===== src/rtl/xcvr_pkg.sv =====
package xcvr_pkg;

  localparam int NLANE = 2;

  typedef enum logic [1:0] {
    UPD_HOLD    = 2'd0,
    UPD_TRACK   = 2'd1,
    UPD_CAPTURE = 2'd2
  } upd_e;

  // Pass-through wins; a detected strobe rise stores only when enabled.
  function automatic upd_e pick_update(input logic pass, input logic stb_en_n,
                                       input logic rise);
    if (pass)
      return UPD_TRACK;
    else if (rise && !stb_en_n)
      return UPD_CAPTURE;
    else
      return UPD_HOLD;
  endfunction

endpackage


===== src/rtl/xcvr_edge_sense.sv =====
module xcvr_edge_sense (
  input  logic clk,
  input  logic rst_n,
  input  logic strobe,
  output logic rise
);
  logic smp_now;
  logic smp_old;

  // Both samplers preset high so a strobe already high at release is not an edge.
  always_ff @(posedge clk) begin
    if (!rst_n) begin
      smp_now <= 1'b1;
      smp_old <= 1'b1;
    end else begin
      smp_now <= strobe;
      smp_old <= smp_now;
    end
  end

  assign rise = smp_now & ~smp_old;
endmodule


===== src/rtl/xcvr_store.sv =====
module xcvr_store
  import xcvr_pkg::*;
#(
  parameter int WIDTH = 18
) (
  input  logic             clk,
  input  logic             rst_n,
  input  upd_e             upd,
  input  logic [WIDTH-1:0] din,
  output logic [WIDTH-1:0] q
);
  always_ff @(posedge clk) begin
    if (!rst_n)
      q <= '0;
    else if (upd != UPD_HOLD)
      q <= din;
  end
endmodule


===== src/rtl/xcvr_lane.sv =====
module xcvr_lane
  import xcvr_pkg::*;
#(
  parameter int WIDTH = 18
) (
  input  logic             clk,
  input  logic             rst_n,
  input  logic             pass,
  input  logic             strobe,
  input  logic             stb_en_n,
  input  logic             drv_n,
  input  logic [WIDTH-1:0] din,
  output logic [WIDTH-1:0] dout,
  output logic [WIDTH-1:0] den,
  output logic [WIDTH-1:0] held,
  output logic             rise
);
  upd_e upd;

  xcvr_edge_sense u_edge (
    .clk    (clk),
    .rst_n  (rst_n),
    .strobe (strobe),
    .rise   (rise)
  );

  assign upd = pick_update(pass, stb_en_n, rise);

  xcvr_store #(.WIDTH(WIDTH)) u_store (
    .clk   (clk),
    .rst_n (rst_n),
    .upd   (upd),
    .din   (din),
    .q     (held)
  );

  assign dout = pass ? din : held;
  assign den  = {WIDTH{~drv_n}};
endmodule


===== src/rtl/bus_xcvr_dual.sv =====
module bus_xcvr_dual
  import xcvr_pkg::*;
#(
  parameter int WIDTH = 18
) (
  input  logic             clk,
  input  logic             rst_n,
  input  logic [WIDTH-1:0] a_in,
  output logic [WIDTH-1:0] a_out,
  output logic [WIDTH-1:0] a_oe,
  input  logic [WIDTH-1:0] b_in,
  output logic [WIDTH-1:0] b_out,
  output logic [WIDTH-1:0] b_oe,
  input  logic             oe_ab_n,
  input  logic             le_ab,
  input  logic             cp_ab,
  input  logic             ce_ab_n,
  input  logic             oe_ba_n,
  input  logic             le_ba,
  input  logic             cp_ba,
  input  logic             ce_ba_n,
  output logic             bus_contend
);
  localparam int LANE_AB = 0;
  localparam int LANE_BA = NLANE - 1;

  logic [WIDTH-1:0] l_din  [NLANE];
  logic [WIDTH-1:0] l_dout [NLANE];
  logic [WIDTH-1:0] l_den  [NLANE];
  logic [WIDTH-1:0] l_held [NLANE];
  logic             l_pass [NLANE];
  logic             l_stb  [NLANE];
  logic             l_en_n [NLANE];
  logic             l_drv_n[NLANE];
  logic             l_rise [NLANE];

  // Named internal events for the checker.
  logic [WIDTH-1:0] store_ab, store_ba;
  logic             rise_ab, rise_ba;

  assign l_din[LANE_AB]   = a_in;
  assign l_pass[LANE_AB]  = le_ab;
  assign l_stb[LANE_AB]   = cp_ab;
  assign l_en_n[LANE_AB]  = ce_ab_n;
  assign l_drv_n[LANE_AB] = oe_ab_n;
  assign l_din[LANE_BA]   = b_in;
  assign l_pass[LANE_BA]  = le_ba;
  assign l_stb[LANE_BA]   = cp_ba;
  assign l_en_n[LANE_BA]  = ce_ba_n;
  assign l_drv_n[LANE_BA] = oe_ba_n;

  for (genvar g = 0; g < NLANE; g++) begin : g_lane
    xcvr_lane #(.WIDTH(WIDTH)) u_lane (
      .clk      (clk),
      .rst_n    (rst_n),
      .pass     (l_pass[g]),
      .strobe   (l_stb[g]),
      .stb_en_n (l_en_n[g]),
      .drv_n    (l_drv_n[g]),
      .din      (l_din[g]),
      .dout     (l_dout[g]),
      .den      (l_den[g]),
      .held     (l_held[g]),
      .rise     (l_rise[g])
    );
  end

  assign b_out    = l_dout[LANE_AB];
  assign b_oe     = l_den[LANE_AB];
  assign a_out    = l_dout[LANE_BA];
  assign a_oe     = l_den[LANE_BA];
  assign store_ab = l_held[LANE_AB];
  assign store_ba = l_held[LANE_BA];
  assign rise_ab  = l_rise[LANE_AB];
  assign rise_ba  = l_rise[LANE_BA];

  assign bus_contend = ~oe_ab_n & ~oe_ba_n;
endmodule


===== config.mk =====
export PLATFORM = sky130hd
export DESIGN_NAME = bus_xcvr_dual
export DESIGN_NICKNAME = d
export VERILOG_FILES = /design/src/rtl/xcvr_pkg.sv /design/src/rtl/xcvr_edge_sense.sv /design/src/rtl/xcvr_store.sv /design/src/rtl/xcvr_lane.sv /design/src/rtl/bus_xcvr_dual.sv
export SDC_FILE = /design/constraint.sdc
export NUM_CORES = 1
export LEC_CHECK = 0
export ABC_AREA = 1
export ABC_CLOCK_PERIOD_IN_PS = 1490
export BUFFER_PORTS_ARGS = -buffer_cell sky130_fd_sc_hd__buf_2
export CAP_MARGIN = 0
export CELL_PAD_IN_SITES_DETAIL_PLACEMENT = 1
export CELL_PAD_IN_SITES_GLOBAL_PLACEMENT = 1
export CORE_MARGIN = 5
export CORE_UTILIZATION = 30
export DETAILED_ROUTE_END_ITERATION = 16
export PLACE_DENSITY_LB_ADDON = 0.1
export SKIP_LAST_GASP = 1
export SLEW_MARGIN = 20
export SYNTH_ARGS = -nofsm -noshare
export SYNTH_HDL_FRONTEND = slang
export SYNTH_HIERARCHICAL = 1
export SYNTH_SLANG_ARGS = --single-unit

===== constraint.sdc =====
create_clock -name clk -period 1.49 [get_ports clk]
set_input_delay 0.2235 -clock clk [delete_from_list [all_inputs] [get_ports clk]]
set_output_delay 0.2235 -clock clk [all_outputs]
set_load 0.01 [all_outputs]

; ---- Word level (Yosys, flattened, before mapping)
; Cells that the tools add are included.
[word_totals]
inputBits = 46
register_bits = 40
word_cells = 25
output_inout_bits = 73
[op_classes]
mux = 6
bitwise_logic = 7
n_reduce_logical = 6
[op_table]
columns = op, count
row1 = $mux 18, 2
row2 = $mux 2, 4
row3 = $not 1->1, 4
row4 = $reduce_bool 2->1, 2
row5 = $and 1x1->1, 3
row6 = $logic_and 1x1->1, 2
row7 = $logic_not 1->1, 2

; ---- Longest topological paths before layout
[logic_depth]
word_depth = 6
mapped_depth = 9
depth_no_buf = 8

; ---- Modules after synthesis
; The synthesis kept the hierarchy.
[modules_own_cells]
columns = mod, n_inst, cells_each, area_each_um2
row1 = xcvr_store, 2, 114, 755.7
row2 = xcvr_lane, 2, 78, 399.1
row3 = xcvr_edge_sense, 2, 7, 61.3
row4 = bus_xcvr_dual, 1, 1, 3.8

; ---- Least setup slack after synthesis
; OpenSTA, ideal clock, no wires.
[synth_timing]
kind = input -> register
start = input port le_ab
end = register g_lane[0].u_lane.u_store.q[13]
setup_slack_ns = 0.414
arrival_ns = 0.964
path_buffers = 2
cell_stages = 9
cell_sequence = buf_6 -> inv_8 -> nand2_1 -> nor2_1 -> nor2_4 -> buf_6 -> nand2_1 -> nand2_1 -> nor2_1
[synth_via]
elab_chain_len = 2
[synth_lines]
columns = element, line_no
row1 = from (decl), bus_xcvr_dual.sv:15  ; input logic le_ab,
row2 = $mux 2, xcvr_pkg.sv:14  ; if (pass)
row3 = named net g_lane[0].u_lane.upd[1], xcvr_lane.sv:18  ; upd_e upd;
row4 = $reduce_bool 2->1, xcvr_store.sv:15  ; else if (upd != UPD_HOLD)
row5 = to (signal assigned), xcvr_store.sv:16  ; q <= din;
row6 = to (decl), xcvr_store.sv:10  ; output logic [WIDTH-1:0] q
; The timed path passes the listed nets, and every way through them passes these cells.
; A chain may end at the register's enable or synchronous reset.

; ---- Final worst setup path
[layout_timing]
start = register g_lane[1].u_lane.u_edge.smp_now
end = register g_lane[1].u_lane.u_store.q[17]
[layout_via]
elab_chain_len = 5
[layout_lines]
columns = element, line_no
row1 = from (decl), xcvr_edge_sense.sv:7  ; logic smp_now;
row2 = from (signal assigned), xcvr_edge_sense.sv:16  ; smp_now <= strobe;
row3 = $and 1x1->1, xcvr_edge_sense.sv:21  ; assign rise = smp_now & ~smp_old;
row4 = named net rise_ba, bus_xcvr_dual.sv:39  ; logic rise_ab, rise_ba;
row5 = $logic_and 1x1->1, xcvr_pkg.sv:16  ; else if (rise && !stb_en_n)
row6 = $mux 2, xcvr_pkg.sv:16
row7 = $mux 2, xcvr_pkg.sv:14
row8 = named net g_lane[1].u_lane.upd[1], xcvr_lane.sv:18
row9 = $reduce_bool 2->1, xcvr_store.sv:15
row10 = to (signal assigned), xcvr_store.sv:16
row11 = to (decl), xcvr_store.sv:10
; The timed path passes the listed nets, and every way through them passes these cells.

==> metrics.cfg <==
[final_layout]
syn2layout_area_growth_pct=19.6
nets=526
n_antenna_cell=0
drive_above_1_share=0.308
final_area_sq_um=2910

[floorplanning]
coreArea_sq_um=7810
rows=32
start_util=0.312
pin_count=119
dieArea_sq_um=10000
die_w_um=100
die_h_um=100

[global_route]
globalRouteTotalUtil=0.127
grt_overflow=0
antenna_found_initial=0
grt_pass1_vias=2425
grt_max_degree=41
grt_pass1_wl_um=10600

[worst_setup_path]
worstPathMaxFanout=32
reg2reg_setup_slack_ns=0.27
start_kind=flop
path_class=flop to flop
crit_path_frequent_cell=nand2_1
crit_buf_inv=2
reg2reg_depth=9
cp_cell_sequence=inv_1 -> nor2_2 -> nand2_1 -> nor2_1 -> nor2_4 -> buf_12 -> nand2_1 -> nand2_1 -> nor2_1
worst_path_max_delay_cell=dfxtp_1
required_ns=1.67
crit_family=simple AND/OR/NAND/NOR gates
r2r_start=g_lane[1].u_lane/u_edge/smp_now$_SDFF_PN1_
crit_path_end_kind=flop
r2r_end=g_lane[1].u_lane/u_store/q[17]$_SDFFE_PN0P_
critPathMaxStageDelay_ns=0.30
arrival_ns=1.40

[cts]
hold_buffers=0
cts_buffers=5
path_clk_slew_ns=0.08
ctsResizeCount=0
cts_setup_buffers=0
clock-sinks=40
clk_path_buf_depth=2
cts_tree=yes
clk_latency_ns=0.29
clockRootBuffer=clkbuf_8
htreeDepth=2

[drt]
drc=0
antenna_left=0
vias=2351
avgRoutedWirePerCell_um=10.7
viasPerCell=4.03
drtIter0Drc=36
routed_wl_um=6250
drt_pass1_iterations=4

[sta]
tightest_slew_ns=0.347
rsz0062_at_grt=false
slew-limit-headroom=0.768
layout_min_cycle_time_ns=1.22
fin_setup_tns_ns=0
fin_worst_skew_ns=0.00707
layout_worst_path_cycle_share=0.817
setup_violations=0
finalHoldViolCount=0
clock.fmax_ghz=0.822
slew_violations=0

[logic_synthesis]
synth_top_cell_by_area=dfxtp_1
ys_seq_area_frac=0.329
yosysTopAreaCellShare=0.329
synth_nets=445
syn_inst=399
avgSynthCellArea_sq_um=6.11
yosysUniqueCellTypes=12
synth-seq-cells=40
yosys_warnings=6
synthTopCellsByArea=dfxtp_1 (33%), nand2_1 (27%), buf_4 (12%)
netlist_area_sq_um=2440

[pwr]
p_leak_uw=0.00176
peakVddDrop_uv=415
powerDensity_nw_per_um2=874

[hold_path]
hold_end=g_lane[0].u_lane/u_edge/smp_now$_SDFF_PN1_
hp-class=primary input to flop
whs_path_depth=3
hp-start=cp_ab

[place]
place_congestion=0.725
hpwl_um=4650
io_buffers=118
postPlaceCellArea_sq_um=2820

[run]
max-cap-violations=0

[status]
status=complete, no violations

[layer usage]
| metal | part of all wire | global-route usage |
|---|---|---|
| met1 | 0.45 | 0.152 |
| met3 | 0.064 | 0.0313 |
| met5 | 0 | 0 |
| met2 | 0.47 | 0.225 |
| met4 | 0.010 | 0.0373 |
[kinds of logic (layout without fill, tap and decap cells)]
logic type / Yosys count / after routing / synth area share
simple gates: 265 / 265 / 0.427
flops: 40 / 40 / 0.329
buf+inv: 94 / 176 / 0.244
[stage by stage]
step / hold slack (ns) / worst slack [ns] / utilization / std cells / power [uW]
floorplan: 0.292 / 0.414 / - / 399 / 1660
CTS: 0.0896 / 0.259 / 0.373 / 583 / 2620
finish: 0.106 / 0.273 / 0.373 / 583 / 2550
detailed placement: 0.403 / 0.217 / 0.361 / 575 / 1850
global route: 0.117 / 0.101 / 0.373 / 583 / 2740
global placement: 0.405 / 0.255 / 0.361 / 575 / 1840
[cells in the mapped netlist, drive strengths merged]
cell,number
buf,50
dfxtp,40
inv,44
nand2,186
nor2,79
[placed cells by master (no fill, tap or decap), drive strengths merged]
master	instances
buf	124
clkbuf	6
clkinv	2
dfxtp	40
inv	44
nand2	186
nor2	79
[where the power goes]
group          switching, uW  total (uW)  internal (uW)
Clock                    369         738            370
Combinational            370         626            256
Sequential              38.3        1180           1150
Total                    777        2550           1770
[worst max-delay path by stage]
| stage | startpoint | end | slack [ns] | depth (start not counted) |
|---|---|---|---|---|
| global route | g_lane[1].u_lane/u_edge/smp_now$_SDFF_PN1_ | g_lane[1].u_lane/u_store/q[17]$_SDFFE_PN0P_ | 0.10 | 9 |
| finish | g_lane[1].u_lane/u_edge/smp_now$_SDFF_PN1_ | g_lane[1].u_lane/u_store/q[17]$_SDFFE_PN0P_ | 0.27 | 9 |
| detailed placement | le_ba | g_lane[1].u_lane/u_store/q[17]$_SDFFE_PN0P_ | 0.22 | 9 |
| floorplan | le_ab | g_lane[0].u_lane/u_store/q[13]$_SDFFE_PN0P_ | 0.41 | 9 |
| CTS | g_lane[1].u_lane/u_edge/smp_now$_SDFF_PN1_ | g_lane[1].u_lane/u_store/q[17]$_SDFFE_PN0P_ | 0.26 | 9 |
| global placement | le_ba | a_out[5] | 0.25 | 6 |
[cell type report]
class	count	area [sq um]
clock buffer	6	82.6
clock inverter	2	10.0
fill	1128	4890
inverter	44	180
multi-input combinational	265	1040
sequential	40	801
tap	102	128
timing repair buffer	124	673
[state kept, by name, summed over array words and instances, names as in the netlist]
name	count
g_lane.u_lane/u_store/q	36
g_lane.u_lane/u_edge/smp_old	2
g_lane.u_lane/u_edge/smp_now	2
[worst register-to-register path, stage by stage (launching register included)]
cell	delay [ns]
dfxtp_1	0.30
inv_1	0.07
nor2_2	0.04
nand2_1	0.06
nor2_1	0.06
nor2_4	0.18
buf_12	0.21
nand2_1	0.08
nand2_1	0.07
nor2_1	0.04
(Power assumes the default switching activity.)
